===== src/rtl/mm_mon_pkg.sv =====
// Package: shared indices and counts for the stall rule monitor.
// Assumes: consumers index their flag and counter arrays with these constants.
package mm_mon_pkg;
    localparam int NUM_FLAGS = 3;
    localparam int FL_UNSTABLE = 0;
    localparam int FL_TIMEOUT  = 1;
    localparam int FL_RDWR     = 2;

    localparam int NUM_CNTRS = 3;
    localparam int CI_RD   = 0;
    localparam int CI_WR   = 1;
    localparam int CI_WAIT = 2;
endpackage


===== src/rtl/mm_req_tracker.sv =====
// Module: mm_req_tracker
// Keeps a snapshot of the request seen at the previous edge and reports,
// combinationally for the current cycle, whether a stalled request changed.
// It also decodes completions and the illegal read-plus-write command.
// Assumes: inputs are sampled on clk; reset is synchronous, active low.
module mm_req_tracker #(
    parameter int ADDR_W = 32,
    parameter int BE_W   = 4,
    parameter int DATA_W = 32
) (
    input  logic              clk,
    input  logic              rst_n,
    input  logic [ADDR_W-1:0] addr,
    input  logic [BE_W-1:0]   be,
    input  logic              rd,
    input  logic              wr,
    input  logic [DATA_W-1:0] wdata,
    input  logic              stall,
    output logic              stall_now,
    output logic              unstable,
    output logic              rd_done,
    output logic              wr_done,
    output logic              rdwr
);
    localparam int SNAP_W = ADDR_W + BE_W + DATA_W + 2;

    logic [SNAP_W-1:0] cur_snap;
    logic [SNAP_W-1:0] prev_snap;
    logic              prev_stall;

    assign cur_snap  = {addr, be, rd, wr, wdata};
    assign stall_now = (rd | wr) & stall;

    // Capture the request and whether it was held off at this edge.
    always_ff @(posedge clk) begin
        if (!rst_n) begin
            prev_snap  <= '0;
            prev_stall <= 1'b0;
        end else begin
            prev_snap  <= cur_snap;
            prev_stall <= stall_now;
        end
    end

    // Decode rule breaks and completions for the current cycle.
    always_comb begin
        unstable = prev_stall && (cur_snap != prev_snap);
        rdwr     = rd & wr;
        rd_done  = rd & ~wr & ~stall;
        wr_done  = wr & ~rd & ~stall;
    end
endmodule


===== src/rtl/mm_stall_timer.sv =====
// Module: mm_stall_timer
// Counts consecutive stalled-request cycles and reports a timeout in the
// cycle that would make the run exceed STALL_LIMIT.
// Assumes: STALL_LIMIT >= 1; the run counter saturates one above the limit.
module mm_stall_timer #(
    parameter int STALL_LIMIT = 256
) (
    input  logic clk,
    input  logic rst_n,
    input  logic stall_now,
    output logic timeout
);
    localparam int RUN_W = $clog2(STALL_LIMIT + 2);
    localparam logic [RUN_W-1:0] RUN_CAP = RUN_W'(STALL_LIMIT + 1);
    localparam logic [RUN_W-1:0] RUN_LIM = RUN_W'(STALL_LIMIT);

    logic [RUN_W-1:0] run;

    // Track the length of the current stall run, restarting when it ends.
    always_ff @(posedge clk) begin
        if (!rst_n) begin
            run <= '0;
        end else if (!stall_now) begin
            run <= '0;
        end else if (run != RUN_CAP) begin
            run <= run + 1'b1;
        end
    end

    // A stalled cycle after STALL_LIMIT earlier ones is a timeout.
    assign timeout = stall_now && (run >= RUN_LIM);
endmodule


===== src/rtl/mm_sat_counter.sv =====
// Module: mm_sat_counter
// Saturating event counter with synchronous clear.
// Assumes: clear has priority over increment.
module mm_sat_counter #(
    parameter int W = 32
) (
    input  logic         clk,
    input  logic         rst_n,
    input  logic         clr,
    input  logic         inc,
    output logic [W-1:0] value
);
    localparam logic [W-1:0] MAX_VAL = {W{1'b1}};

    // Count events, holding at the maximum value.
    always_ff @(posedge clk) begin
        if (!rst_n) begin
            value <= '0;
        end else if (clr) begin
            value <= '0;
        end else if (inc && (value != MAX_VAL)) begin
            value <= value + 1'b1;
        end
    end
endmodule


===== src/rtl/mm_stall_monitor.sv =====
// Module: mm_stall_monitor (top)
// Passive monitor of a memory-mapped link with agent stall. Holds sticky
// error flags and saturating transfer and stall counters.
// Assumes: all bus inputs are synchronous to clk; drives nothing on the bus.
module mm_stall_monitor
    import mm_mon_pkg::*;
#(
    parameter int ADDR_W      = 32,
    parameter int BE_W        = 4,
    parameter int DATA_W      = 32,
    parameter int CNT_W       = 32,
    parameter int STALL_LIMIT = 256
) (
    input  logic              clk,
    input  logic              rst_n,
    input  logic              stat_clear,
    input  logic [ADDR_W-1:0] bus_addr,
    input  logic [BE_W-1:0]   bus_be,
    input  logic              bus_rd,
    input  logic              bus_wr,
    input  logic [DATA_W-1:0] bus_wdata,
    input  logic              bus_stall,
    output logic              err_unstable,
    output logic              err_timeout,
    output logic              err_rdwr,
    output logic [CNT_W-1:0]  num_reads,
    output logic [CNT_W-1:0]  num_writes,
    output logic [CNT_W-1:0]  num_waits
);
    logic                 stall_now;
    logic                 rd_done;
    logic                 wr_done;
    logic [NUM_FLAGS-1:0] viol;
    logic [NUM_FLAGS-1:0] flags;
    logic [NUM_CNTRS-1:0] incs;
    logic [CNT_W-1:0]     cnt_val [NUM_CNTRS];

    mm_req_tracker #(
        .ADDR_W (ADDR_W),
        .BE_W   (BE_W),
        .DATA_W (DATA_W)
    ) u_track (
        .clk       (clk),
        .rst_n     (rst_n),
        .addr      (bus_addr),
        .be        (bus_be),
        .rd        (bus_rd),
        .wr        (bus_wr),
        .wdata     (bus_wdata),
        .stall     (bus_stall),
        .stall_now (stall_now),
        .unstable  (viol[FL_UNSTABLE]),
        .rd_done   (rd_done),
        .wr_done   (wr_done),
        .rdwr      (viol[FL_RDWR])
    );

    mm_stall_timer #(
        .STALL_LIMIT (STALL_LIMIT)
    ) u_timer (
        .clk       (clk),
        .rst_n     (rst_n),
        .stall_now (stall_now),
        .timeout   (viol[FL_TIMEOUT])
    );

    assign incs[CI_RD]   = rd_done;
    assign incs[CI_WR]   = wr_done;
    assign incs[CI_WAIT] = stall_now;

    // One sticky flag per rule, cleared only by stat_clear.
    for (genvar f = 0; f < NUM_FLAGS; f++) begin : g_flag
        always_ff @(posedge clk) begin
            if (!rst_n) begin
                flags[f] <= 1'b0;
            end else if (stat_clear) begin
                flags[f] <= 1'b0;
            end else if (viol[f]) begin
                flags[f] <= 1'b1;
            end
        end
    end

    // One saturating counter per counted event.
    for (genvar c = 0; c < NUM_CNTRS; c++) begin : g_cnt
        mm_sat_counter #(
            .W (CNT_W)
        ) u_cnt (
            .clk   (clk),
            .rst_n (rst_n),
            .clr   (stat_clear),
            .inc   (incs[c]),
            .value (cnt_val[c])
        );
    end

    assign err_unstable = flags[FL_UNSTABLE];
    assign err_timeout  = flags[FL_TIMEOUT];
    assign err_rdwr     = flags[FL_RDWR];
    assign num_reads    = cnt_val[CI_RD];
    assign num_writes   = cnt_val[CI_WR];
    assign num_waits    = cnt_val[CI_WAIT];
endmodule


===== config.mk =====
export PLATFORM = sky130hd
export DESIGN_NAME = mm_stall_monitor
export DESIGN_NICKNAME = d
export VERILOG_FILES = /design/src/rtl/mm_mon_pkg.sv /design/src/rtl/mm_req_tracker.sv /design/src/rtl/mm_stall_timer.sv /design/src/rtl/mm_sat_counter.sv /design/src/rtl/mm_stall_monitor.sv
export SDC_FILE = /design/constraint.sdc
export NUM_CORES = 1
export LEC_CHECK = 0
export ABC_AREA = 1
export BUFFER_PORTS_ARGS = -buffer_cell sky130_fd_sc_hd__buf_2
export CAP_MARGIN = 20
export CORE_MARGIN = 1
export CORE_UTILIZATION = 55
export DETAILED_ROUTE_END_ITERATION = 8
export GPL_TIMING_DRIVEN = 0
export PLACE_DENSITY = 0.88
export SYNTH_ARGS = -nofsm -noshare
export SYNTH_HDL_FRONTEND = slang
export SYNTH_SLANG_ARGS = --single-unit

===== constraint.sdc =====
create_clock -name clk -period 2.7 [get_ports clk]
set_clock_uncertainty 0.2 [all_clocks]
set_input_delay 0.54 -clock clk [delete_from_list [all_inputs] [get_ports clk]]
set_output_delay 0.54 -clock clk [all_outputs]
set_load 0.05 [all_outputs]

==> results of run 1 <==
[layer usage]
metal	up-vias	track usage (%)	wire length, um
met3	69	6.23	1580
met5	-	0	13
li1	4618	-	-
met4	2	12.7	688
met2	312	50.6	12000
met1	4179	34.9	10200
[power groups by stage]
stage                     clock, mW  sequential [mW]  combinational, mW
after floorplan                   0             2.80              0.238
after global placement            0             2.79              0.385
after detailed placement          0             2.79              0.401
after CTS                      2.55             2.73              0.405
after global routing           2.67             2.74              0.459
final                          2.52             2.73              0.405
[layout by cell type (no fill, tap or decap), types with 4 or more instances in the layout]
cell       count
nand2_1      412
inv_1        196
buf_2        179
dfxtp_1      179
nor2_1       173
xor2_1        78
a21oi_1       61
nor3_1        49
nand3_1       40
o21ai_0       24
nand4_1       21
clkbuf_1      18
clkbuf_16     17
xnor2_1       16
nand2_2       14
a21oi_2       14
inv_2         11
o21ai_1        8
nor2_4         7
nor2_2         7
buf_6          7
ha_1           5
inv_8          4
[registers in the layout, summed over array words and instances, names as in the netlist]
register and flops:
err_rdwr 1, g_cnt.u_cnt.value 96, u_track.prev_stall 1, u_timer.run 9, u_track.prev_snap 70, err_timeout 1
err_unstable 1
[kinds of logic (layout without fill, tap and decap cells)]
kind of cell,Yosys count,count (layout)
buffers and inverters,241,444
AOI/OAI and AO/OA,117,117
DFF,179,179
adders and majority gates,5,5
and+or+nand+nor,743,743
xor gates and xnor gates,94,94
[metrics by stage]
stage / hold WS (ns) / std cells / setup slack [ns] / total power, mW
final: 0.112 / 1802 / 0.414 / 5.66
after CTS: 0.101 / 1802 / 0.448 / 5.69
after global routing: 0.106 / 1802 / 0.273 / 5.86
after detailed placement: 0.250 / 1770 / 0.0311 / 3.19
after floorplan: 0.224 / 1379 / 0.376 / 3.04
after global placement: 0.230 / 1770 / 0.0495 / 3.17
[final cells by class]
type                    instances  area, um^2  share of cell area, %
clock inverters                14         166                   1.51
flip-flops and latches        179        3580                   32.6
well taps                     220         275                   2.50
multi-input cells             959        4710                   42.9
inverters                     208         781                   7.10
repair buffers                171         856                   7.78
plain buffers                  33         190                   1.73
clock buffers                  18         429                   3.90
[how the worst min path moves through the flow]
stage | startpoint | slack, ns | endpoint
2_1_floorplan | u_track.prev_stall$_SDFF_PN0_ | 0.22 | err_unstable$_SDFFE_PP0P_
3_3_place_gp | u_track.prev_stall$_SDFF_PN0_ | 0.23 | err_unstable$_SDFFE_PP0P_
3_5_place_dp | u_track.prev_stall$_SDFF_PN0_ | 0.25 | err_unstable$_SDFFE_PP0P_
4_1_cts | bus_wdata[21] | 0.10 | u_track.prev_snap[21]$_SDFF_PN0_
5_1_grt | bus_wdata[18] | 0.11 | u_track.prev_snap[18]$_SDFF_PN0_
6_report | bus_addr[13] | 0.11 | u_track.prev_snap[51]$_SDFF_PN0_
[critical path, delay by kind of cell (launching register included)]
kind                     cells  cell delay, ns
buffers and inverters        3            0.38
flip-flops                   1            0.46
AND/OR/NAND/NOR              5            0.66
adder cells (fa/ha/maj)      1            0.23
AO/OA/AOI/OAI                2            0.23
==> flow_summary.toml, run 1 <==
[run_status]
status = "completed"

[floorplanning]
fp.dieW_um = 132
initial_utilization_pct = 56.1
die_area_um2 = 17400
coreArea_um2 = 16500
die_h_um = 132
io_pins = 173
row_count = 47

[grt]
grt_remaining_overflow = 0
grt_max_degree = 18
grt_util_all_layers_pct = 29.2
first_global_vias = 8905
grt_pass1_wl_mm = 41.0
antenna_found_initial = 1

[synth]
yosysTopAreaCellShare_pct = 38.7
avgSynthCellArea_um2 = 6.72
yosysTopAreaCell = "dfxtp_1"
ys_seq_elements = 179
synth-xor-area-share_pct = 8.88
synthTopCellsByArea = "dfxtp_1 39%, nand2_1 17%, inv_1 7.9%"
ys.warnings.count = 0
async_flop_share_pct = 0
synth_edf_count = 0
muxShareOfSynthArea_pct = 0
synth_most_common_cell = "nand2_1"
netlist_area_um2 = 9270
yosys.area_share.simple_pct = 34.2
synth_ff_type = "dfxtp_1"
post_synth_fa_ha_maj_area_fraction_pct = 0.675
synth_nets = 1458
yosys-top-cells-count = "412 x nand2_1, 196 x inv_1, 179 x dfxtp_1, 173 x nor2_1, 78 x xor2_1"
syn_inst = 1379
synth_top_family_by_area = "simple AND/OR/NAND/NOR gates"
synthDistinctLibCells = 37
seq_area_frac_synth_pct = 38.7
synth-compound-area-share_pct = 7.11

[worst_setup_path]
critPathKind = "flip-flop to flip-flop"
cp_cell_sequence = "ha_1 -> inv_1 -> nor3_4 -> nand2_2 -> nor2_4 -> nand3_1 -> nand2_2 -> inv_2 -> buf_2 -> o21ai_1 -> a21oi_1"
worstReg2RegStart = "g_cnt[2].u_cnt.value[0]$_SDFFE_PP0P_"
r2r_end = "g_cnt[2].u_cnt.value[0]$_SDFFE_PP0P_"
cpMostUsedCell = "nand2_2"
cp.arrival_ns = 2.39
critPathSlowestCell = "dfxtp_1"
start_kind = "flip-flop"
endpoint_kind = "flip-flop"
ff2ff_setup_slack_ns = 0.41
slowest_delay_ns = 0.46
cp_max_fo = 10
critPathCapture = "g_cnt[2].u_cnt.value[0]$_SDFFE_PP0P_"
worstPathRequired_ns = 2.80
crit_start = "g_cnt[2].u_cnt.value[0]$_SDFFE_PP0P_"
rr_worst_depth = 11

[final_layout]
finalNetCount = 1648
postLayoutCoreUtil_pct = 66.5
fill_cells = 1433
drive_gt1_share_pct = 17.8
fin_area_um2 = 11000
syn2layout_area_growth_pct = 18.6
n_antenna_cell = 0

[hold_path]
min_path_cells = 3
min_path_type = "input port to flip-flop"

[clock_tree]
path_clk_slew_ns = 0.07
worstSkewPairLatency_ns = 0.43
ctsHoldBuffers = 0
postCtsSetupRepairBufs = 0
cts_max_level = 4
cts.path.max_buffers = 2
cts_root_buffer = "clkbuf_16"
numCtsBuffers = 17
post_cts_resized = 0
cts_tree = "yes"
clkSinkCount = 179

[detailed_routing]
num_vias = 9180
firstDrtPassIters = 6
drt_iter0_drc = 719
wl_per_cell_um = 13.6
antenna_left = 0
drc_errors = 0
viasPerCell = 5.09
routed_wl_mm = 24.5

[power]
p_int_mw = 4.25
irDropWorstVdd_mv = 0.440
clockPowerShare_pct = 44.5
p_sw_mw = 1.41
p_per_area_nw_per_um2 = 515
p_sw_share_pct = 24.9
combPwrFrac_pct = 7.2
p_leak_nw = 5.09
seqPwrFrac_pct = 48.3

[timing]
setup_viol = 0
fmax_mhz = 437
rsz0062_at_grt = "no"
drv_slew = 0
layout_min_cycle_time_ns = 2.29
tightest_slew_ns = 0.817
fin_tns_setup_ns = 0
finalHoldViolCount = 0
max_slew_margin_pct = 45.5
min_period_over_period_pct = 84.7

[placement]
gp_congestion = 0.962
hpwlAfterDp_mm = 18.2
place_area_um2 = 10400
portBuffers = 171

[run]
drv_cap = 0
Note: power is estimated with default switching activity, not from simulation.
==> inputs of run 2 (changes only) <==
--- a/config.mk
+++ b/config.mk
@@ -9,10 +9,10 @@
 export BUFFER_PORTS_ARGS = -buffer_cell sky130_fd_sc_hd__buf_2
 export CAP_MARGIN = 20
 export CORE_MARGIN = 1
-export CORE_UTILIZATION = 55
+export CORE_UTILIZATION = 51
 export DETAILED_ROUTE_END_ITERATION = 8
 export GPL_TIMING_DRIVEN = 0
-export PLACE_DENSITY = 0.88
+export PLACE_DENSITY = 0.86
 export SYNTH_ARGS = -nofsm -noshare
 export SYNTH_HDL_FRONTEND = slang
 export SYNTH_SLANG_ARGS = --single-unit
==> constraint.sdc (replaced) <==
create_clock -name clk -period 1.9 [get_ports clk]
set_clock_uncertainty 0.2 [all_clocks]
set_input_delay 0.38 -clock clk [delete_from_list [all_inputs] [get_ports clk]]
set_output_delay 0.38 -clock clk [all_outputs]
set_load 0.05 [all_outputs]
==> run 2 against run 1 <==
  * The run now ends with setup timing left
  * Sequential share of layout area shrank 4.3 points
  * Combinational power grew 120%
  * Routed wire length grew 33%
  * Non-clock buffer count grew 126
  * Final cell count grew 7.5%
  * Sequential cell count is the same
  * Setup slack lost 0.63 ns
  * Maximum frequency grew 8.0%
  * Count of clock-buffer cells in the layout is the same
  * Total power grew 47%
  * Final area grew 21%
  * Critical endpoint is now g_cnt[2].u_cnt.value[15]$_SDFFE_PP0P_
  * Largest cell class unchanged
  * Highest routed layer unchanged
==> flow_summary.toml, run 2 (synthesized netlist as in run 1, its figures left out) <==
[timing]
whs_ns = 0.0314
min_period_over_period_pct = 111
finalHoldViolCount = 0
rsz0062_at_grt = "yes"
setup_viol = 65
layout_min_cycle_time_ns = 2.12
tightest_slew_ns = 0.863
drv_slew = 0
fmax_mhz = 472
max_slew_margin_pct = 42.5
finalWorstSetupSlack_ns = -0.217

[final_layout]
drive_gt1_share_pct = 32.1
largest_reg_flops = 96
largest_registers = "g_cnt.u_cnt.value: 96 flops, u_track.prev_snap: 70 flops, u_timer.run: 9 flops"
finalNetCount = 1774
syn2layout_area_growth_pct = 43.8
mostFrequentLayoutCell = "nand2_1"
instances_no_fill = 1937
final_cell_mix = "381 x nand2_1, 190 x inv_1, 166 x buf_2"
regMostFlops = "g_cnt.u_cnt.value"
fill_cells = 1131

[clock_tree]
cts_root_buffer = "clkbuf_16"
numCtsBuffers = 17
path_clk_slew_ns = 0.08
clkSinkCount = 179
cts_tree = "yes"
cts.path.max_buffers = 2
worstSkewPairLatency_ns = 0.44
cts_max_level = 4

[worst_setup_path]
ff2ff_setup_slack_ns = -0.22
critPathKind = "flip-flop to flip-flop"
rr_worst_depth = 11
cp_max_fo = 5
worstPathRequired_ns = 2.06
worstReg2RegStart = "g_cnt[2].u_cnt.value[15]$_SDFFE_PP0P_"
cp.arrival_ns = 2.28
start_kind = "flip-flop"
endpoint_kind = "flip-flop"
r2r_end = "g_cnt[2].u_cnt.value[15]$_SDFFE_PP0P_"
crit_start = "g_cnt[2].u_cnt.value[15]$_SDFFE_PP0P_"

[grt]
grt_util_all_layers_pct = 32.1
antenna_found_initial = 5
gr-usage-met2_pct = 56.1
top_usage_layer = "met2"
use_met3_pct = 7.59
grt_max_degree = 20
first_global_vias = 9892
grt_remaining_overflow = 0
grt_pass1_wl_mm = 47.1
grt_util_met1_pct = 35.3

[power]
seqPwrFrac_pct = 46.2
clockPowerShare_pct = 43.1
p_int_mw = 6.00
combPwrFrac_pct = 10.7
p_per_area_nw_per_um2 = 624
irDropWorstVdd_mv = 0.646
p_sw_mw = 2.31
p_sw_share_pct = 27.8
p_leak_nw = 6.09

[detailed_routing]
num_vias = 10571
routed_wl_mm = 32.6
firstDrtPassIters = 7
drt_iter0_drc = 940
wl_per_cell_um = 16.9
antenna_left = 0
viasPerCell = 5.46
drc_errors = 0

[hold_path]
min_to = "u_track.prev_snap[33]$_SDFF_PN0_"
hp-start = "bus_rd"
min_path_type = "input port to flip-flop"
min_path_cells = 3

[run]
drv_cap = 0

[floorplanning]
row_count = 48
die_h_um = 137
initial_utilization_pct = 52.8
die_area_um2 = 18700
coreArea_um2 = 17500
fp.dieW_um = 137
io_pins = 173

[run_status]
status = "complete, but fails checks"
failed_checks = "setup timing"

[placement]
place_inst = 1775
hpwlAfterDp_mm = 18.0
gp_congestion = 0.958
portBuffers = 171
## run 2: changes by cell type in the layout (fill, tap and decap cells not counted), moves of 29 or more
| cell | before | now |
|---|---|---|
| buf_4 | 1 | 41 |
| dfxtp_2 | 0 | 57 |
| dfxtp_4 | 0 | 31 |
| nor2_1 | 173 | 144 |
| dfxtp_1 | 179 | 91 |
| dlygate4sd3_1 | 0 | 66 |
| nand2_1 | 412 | 381 |
## run 2: what timing repair did
action / 4_1_cts / 5_1_grt
endpoints found under the setup margin: 89 / 100
hold buffers: 69 / 0
resized for setup: 51 / 186
setup buffers: 22 / 38
cloned: 5 / 3
hold endpoints to repair: 69 / 0
pin swaps: 31 / 83
## run 2: critical path, cell delays in order, from the launching register on
cell     delay, ns
dfxtp_2       0.43
inv_2         0.08
nor3_1        0.24
nand2_1       0.15
nor2_4        0.17
nand3_2       0.10
nand2_4       0.11
buf_8         0.15
buf_12        0.11
buf_16        0.12
nand2_2       0.05
a21oi_2       0.14
## run 2: power by group through the flow
stage | logic (mW) | clock network (mW) | registers, mW
floorplan | 0.340 | 0 | 3.96
global placement | 0.547 | 0 | 3.94
detailed placement | 0.568 | 0 | 3.95
CTS | 0.768 | 3.56 | 3.86
global route | 0.964 | 3.74 | 3.85
finish | 0.892 | 3.58 | 3.84
## run 2: final cells by class
class	instances	area, um^2	area share, %
Clock inverter	14	160	1.20
Antenna cell	4	10.0	0.0751
Tap cell	225	282	2.11
Inverter	208	798	5.99
Buffer	33	272	2.04
Multi-Input combinational cell	959	5370	40.3
Sequential cell	179	3770	28.3
Clock buffer	18	439	3.30
Timing Repair Buffer	297	2230	16.7
## run 2: layer usage
layer / vias up / share of wire [%] / wire, um
met1: 4856 / 36 / 11700
met5: - / 0.025 / 8
li1: 4874 / - / -
met3: 205 / 8.7 / 2840
met2: 634 / 49 / 16100
met4: 2 / 6.1 / 1980
## run 2: metrics by stage
stage / power (mW) / setup TNS, ns / setup WS (ns) / area [um^2] / utilization [%]
6_report: 8.32 / -7.31 / -0.217 / 13300 / 76.0
4_1_cts: 8.18 / -1.79 / -0.0892 / 12400 / 70.5
3_5_place_dp: 4.52 / -33.85 / -0.639 / 10600 / 60.5
3_3_place_gp: 4.49 / -30.18 / -0.638 / 10600 / 60.5
2_1_floorplan: 4.30 / -0.0139 / -0.0139 / 9460 / -
5_1_grt: 8.55 / -10.40 / -0.354 / 13300 / 76.0
## run 2: worst max path at each step
stage          slack, ns  cells past startpoint                               endpoint
6_report           -0.22                     11  g_cnt[2].u_cnt.value[15]$_SDFFE_PP0P_
2_1_floorplan      -0.01                     11  g_cnt[1].u_cnt.value[17]$_SDFFE_PP0P_
3_5_place_dp       -0.64                      7  g_cnt[2].u_cnt.value[16]$_SDFFE_PP0P_
5_1_grt            -0.35                      7  g_cnt[2].u_cnt.value[19]$_SDFFE_PP0P_
3_3_place_gp       -0.64                      7   g_cnt[0].u_cnt.value[3]$_SDFFE_PP0P_
4_1_cts            -0.09                     12  g_cnt[2].u_cnt.value[13]$_SDFFE_PP0P_
==> inputs of run 3 (changes only) <==
--- a/config.mk
+++ b/config.mk
@@ -11,7 +11,7 @@
 export CORE_MARGIN = 1
 export CORE_UTILIZATION = 51
 export DETAILED_ROUTE_END_ITERATION = 8
-export GPL_TIMING_DRIVEN = 0
+export GPL_TIMING_DRIVEN = 1
 export PLACE_DENSITY = 0.86
 export SYNTH_ARGS = -nofsm -noshare
 export SYNTH_HDL_FRONTEND = slang
==> run 3 against run 2 <==
  * The flow still finishes with violations (setup timing)
  * Utilization shrank 2.1 points
  * Count of clock-buffer cells in the layout is the same
  * Final cell count grew 0.21%
  * Via count shrank 2.6%
  * Total power shrank 1.1%
  * Sequential power is essentially flat
  * Final area shrank 2.8%
  * Sequential cell count is the same
  * First-iteration DRC count grew 4.1%
  * Hold slack gained 0.013 ns
  * Critical endpoint is now g_cnt[2].u_cnt.value[14]$_SDFFE_PP0P_
  * Largest power group unchanged
==> flow_summary.toml, run 3 (synthesized netlist as in run 1, its figures left out) <==
[final_layout]
largest_reg_flops = 96
final_cell_mix = "401 x nand2_1, 192 x inv_1, 166 x buf_2"
postLayoutCoreUtil_pct = 73.8
finalNetCount = 1778
syn2layout_area_growth_pct = 39.7
regMostFlops = "g_cnt.u_cnt.value"
fin_area_um2 = 12900
mostFrequentLayoutCell = "nand2_1"
largest_registers = "g_cnt.u_cnt.value: 96 flops, u_track.prev_snap: 70 flops, u_timer.run: 9 flops"
drive_gt1_share_pct = 30.2

[worst_setup_path]
cp.arrival_ns = 2.15
critPathKind = "flip-flop to flip-flop"
cpMostUsedCell = "nand2_1"
worstReg2RegStart = "g_cnt[2].u_cnt.value[14]$_SDFFE_PP0P_"
endpoint_kind = "flip-flop"
critPathBufInv = 2
critPathSlowestCell = "dfxtp_2"
ff2ff_setup_slack_ns = -0.09
worstPathRequired_ns = 2.05
r2r_end = "g_cnt[2].u_cnt.value[14]$_SDFFE_PP0P_"
cp_max_fo = 8
slowest_delay_ns = 0.33
start_kind = "flip-flop"
path_delay_family = "simple AND/OR/NAND/NOR gates"
cp_cell_sequence = "nand2_1 -> nor3_2 -> nand2_1 -> nor2_4 -> nand3_4 -> nand2_4 -> buf_12 -> buf_8 -> nand2_1 -> a21oi_1"
rr_worst_depth = 10

[detailed_routing]
viasPerCell = 5.30
routed_wl_mm = 29.8
num_vias = 10294
wl_per_cell_um = 15.4
drc_errors = 0
firstDrtPassIters = 6
antenna_left = 0
drt_iter0_drc = 979

[clock_tree]
cts_root_buffer = "clkbuf_16"
numCtsBuffers = 17
clkSinkCount = 179
cts_tree = "yes"
cts_max_level = 4
worstSkewPairLatency_ns = 0.44
path_clk_slew_ns = 0.07
cts.path.max_buffers = 2

[grt]
grt_remaining_overflow = 0
grt_util_all_layers_pct = 29.9
grt_max_degree = 71
antenna_found_initial = 5
grt_pass1_wl_mm = 44.3
first_global_vias = 9725

[timing]
max_slew_margin_pct = 53.5
whs_ns = 0.0439
fin_tns_setup_ns = -0.651
fmax_mhz = 501
setup_viol = 19
finalWorstSetupSlack_ns = -0.0949
min_period_over_period_pct = 105
tightest_slew_ns = 0.698
layout_min_cycle_time_ns = 1.99
finalHoldViolCount = 0
rsz0062_at_grt = "yes"
drv_slew = 0

[floorplanning]
die_area_um2 = 18700
initial_utilization_pct = 52.8
io_pins = 173
coreArea_um2 = 17500
fp.dieW_um = 137
die_h_um = 137
row_count = 48

[power]
p_int_mw = 5.97
seqPwrFrac_pct = 46.9
power_mw = 8.23
irDropWorstVdd_mv = 0.782
combPwrFrac_pct = 9.5
p_sw_share_pct = 27.4
p_sw_mw = 2.25
p_per_area_nw_per_um2 = 635
p_leak_nw = 6.02
clockPowerShare_pct = 43.6

[hold_path]
min_path_cells = 3
min_path_type = "input port to flip-flop"
min_to = "err_rdwr$_SDFFE_PP0P_"
hp-start = "bus_rd"

[run_status]
failed_checks = "setup timing"
status = "complete, but fails checks"

[placement]
portBuffers = 172
hpwlAfterDp_mm = 17.8
place_area_um2 = 11000
gp_congestion = 0.923

[run]
drv_cap = 0
run 3: cell types whose count changed in the layout (fill, tap and decap cells not counted), moves of 6 or more:
cell	delta
buf_4	+40
buf_6	-13
clkbuf_1	-13
dfxtp_2	+11
dfxtp_4	-10
nand2_1	+20
nand2_4	-15
nand3_1	+10
nand3_2	-6
nor2_1	+7
nor2_4	-7
run 3: timing repair:
action                     in CTS  in global routing
resized for setup              21                 85
hold endpoints to repair       70                  0
setup buffers                   7                 19
gates cloned                    0                  3
pin swaps                      11                 46
setup endpoints to repair      10                 67
hold buffers                   70                  0
run 3: cell type report:
type                            instances  area, um^2
Clock buffer                           18         439
Inverter                              208         798
Tap cell                              225         282
Multi-Input combinational cell        959        5060
Antenna cell                            4        10.0
Clock inverter                         14         165
Timing Repair Buffer                  334        2450
Fill cell                            1178        4590
Sequential cell                       179        3750
run 3: worst max-delay path by stage:
stage | start | endpoint | cells after the start
5_1_grt | g_cnt[0].u_cnt.value[18]$_SDFFE_PP0P_ | g_cnt[0].u_cnt.value[3]$_SDFFE_PP0P_ | 11
3_5_place_dp | g_cnt[2].u_cnt.value[25]$_SDFFE_PP0P_ | g_cnt[2].u_cnt.value[18]$_SDFFE_PP0P_ | 12
4_1_cts | g_cnt[2].u_cnt.value[1]$_SDFFE_PP0P_ | g_cnt[2].u_cnt.value[26]$_SDFFE_PP0P_ | 11
2_1_floorplan | g_cnt[1].u_cnt.value[15]$_SDFFE_PP0P_ | g_cnt[1].u_cnt.value[17]$_SDFFE_PP0P_ | 11
3_3_place_gp | g_cnt[2].u_cnt.value[1]$_SDFFE_PP0P_ | g_cnt[2].u_cnt.value[16]$_SDFFE_PP0P_ | 11
6_report | g_cnt[2].u_cnt.value[14]$_SDFFE_PP0P_ | g_cnt[2].u_cnt.value[14]$_SDFFE_PP0P_ | 10
run 3: worst min-delay path: stages:
cell     delay, ns
buf_2         0.12
a21oi_1       0.07
nor2_1        0.07
run 3: per-stage QoR:
step                      std cells  setup slack [ns]
after detailed placement       1813           -0.0441
after CTS                      1922           -0.0503
after floorplan                1379           -0.0139
after global placement         1813           0.00765
final                          1941           -0.0949
after global routing           1941            -0.140
run 3: power by group through the flow:
stage / Sequential, mW / Clock (mW) / Combinational (mW)
2_1_floorplan: 3.96 / 0 / 0.340
3_3_place_gp: 3.94 / 0 / 0.545
3_5_place_dp: 3.95 / 0 / 0.569
4_1_cts: 3.86 / 3.59 / 0.706
5_1_grt: 3.86 / 3.77 / 0.857
6_report: 3.86 / 3.59 / 0.782
run 3: metal layers:
metal  routed length [um]  global-route usage [%]
met5                    8                       0
met2                15000                    53.4
met4                 1300                    16.5
met1                11300                    32.4
met3                 2270                    7.07
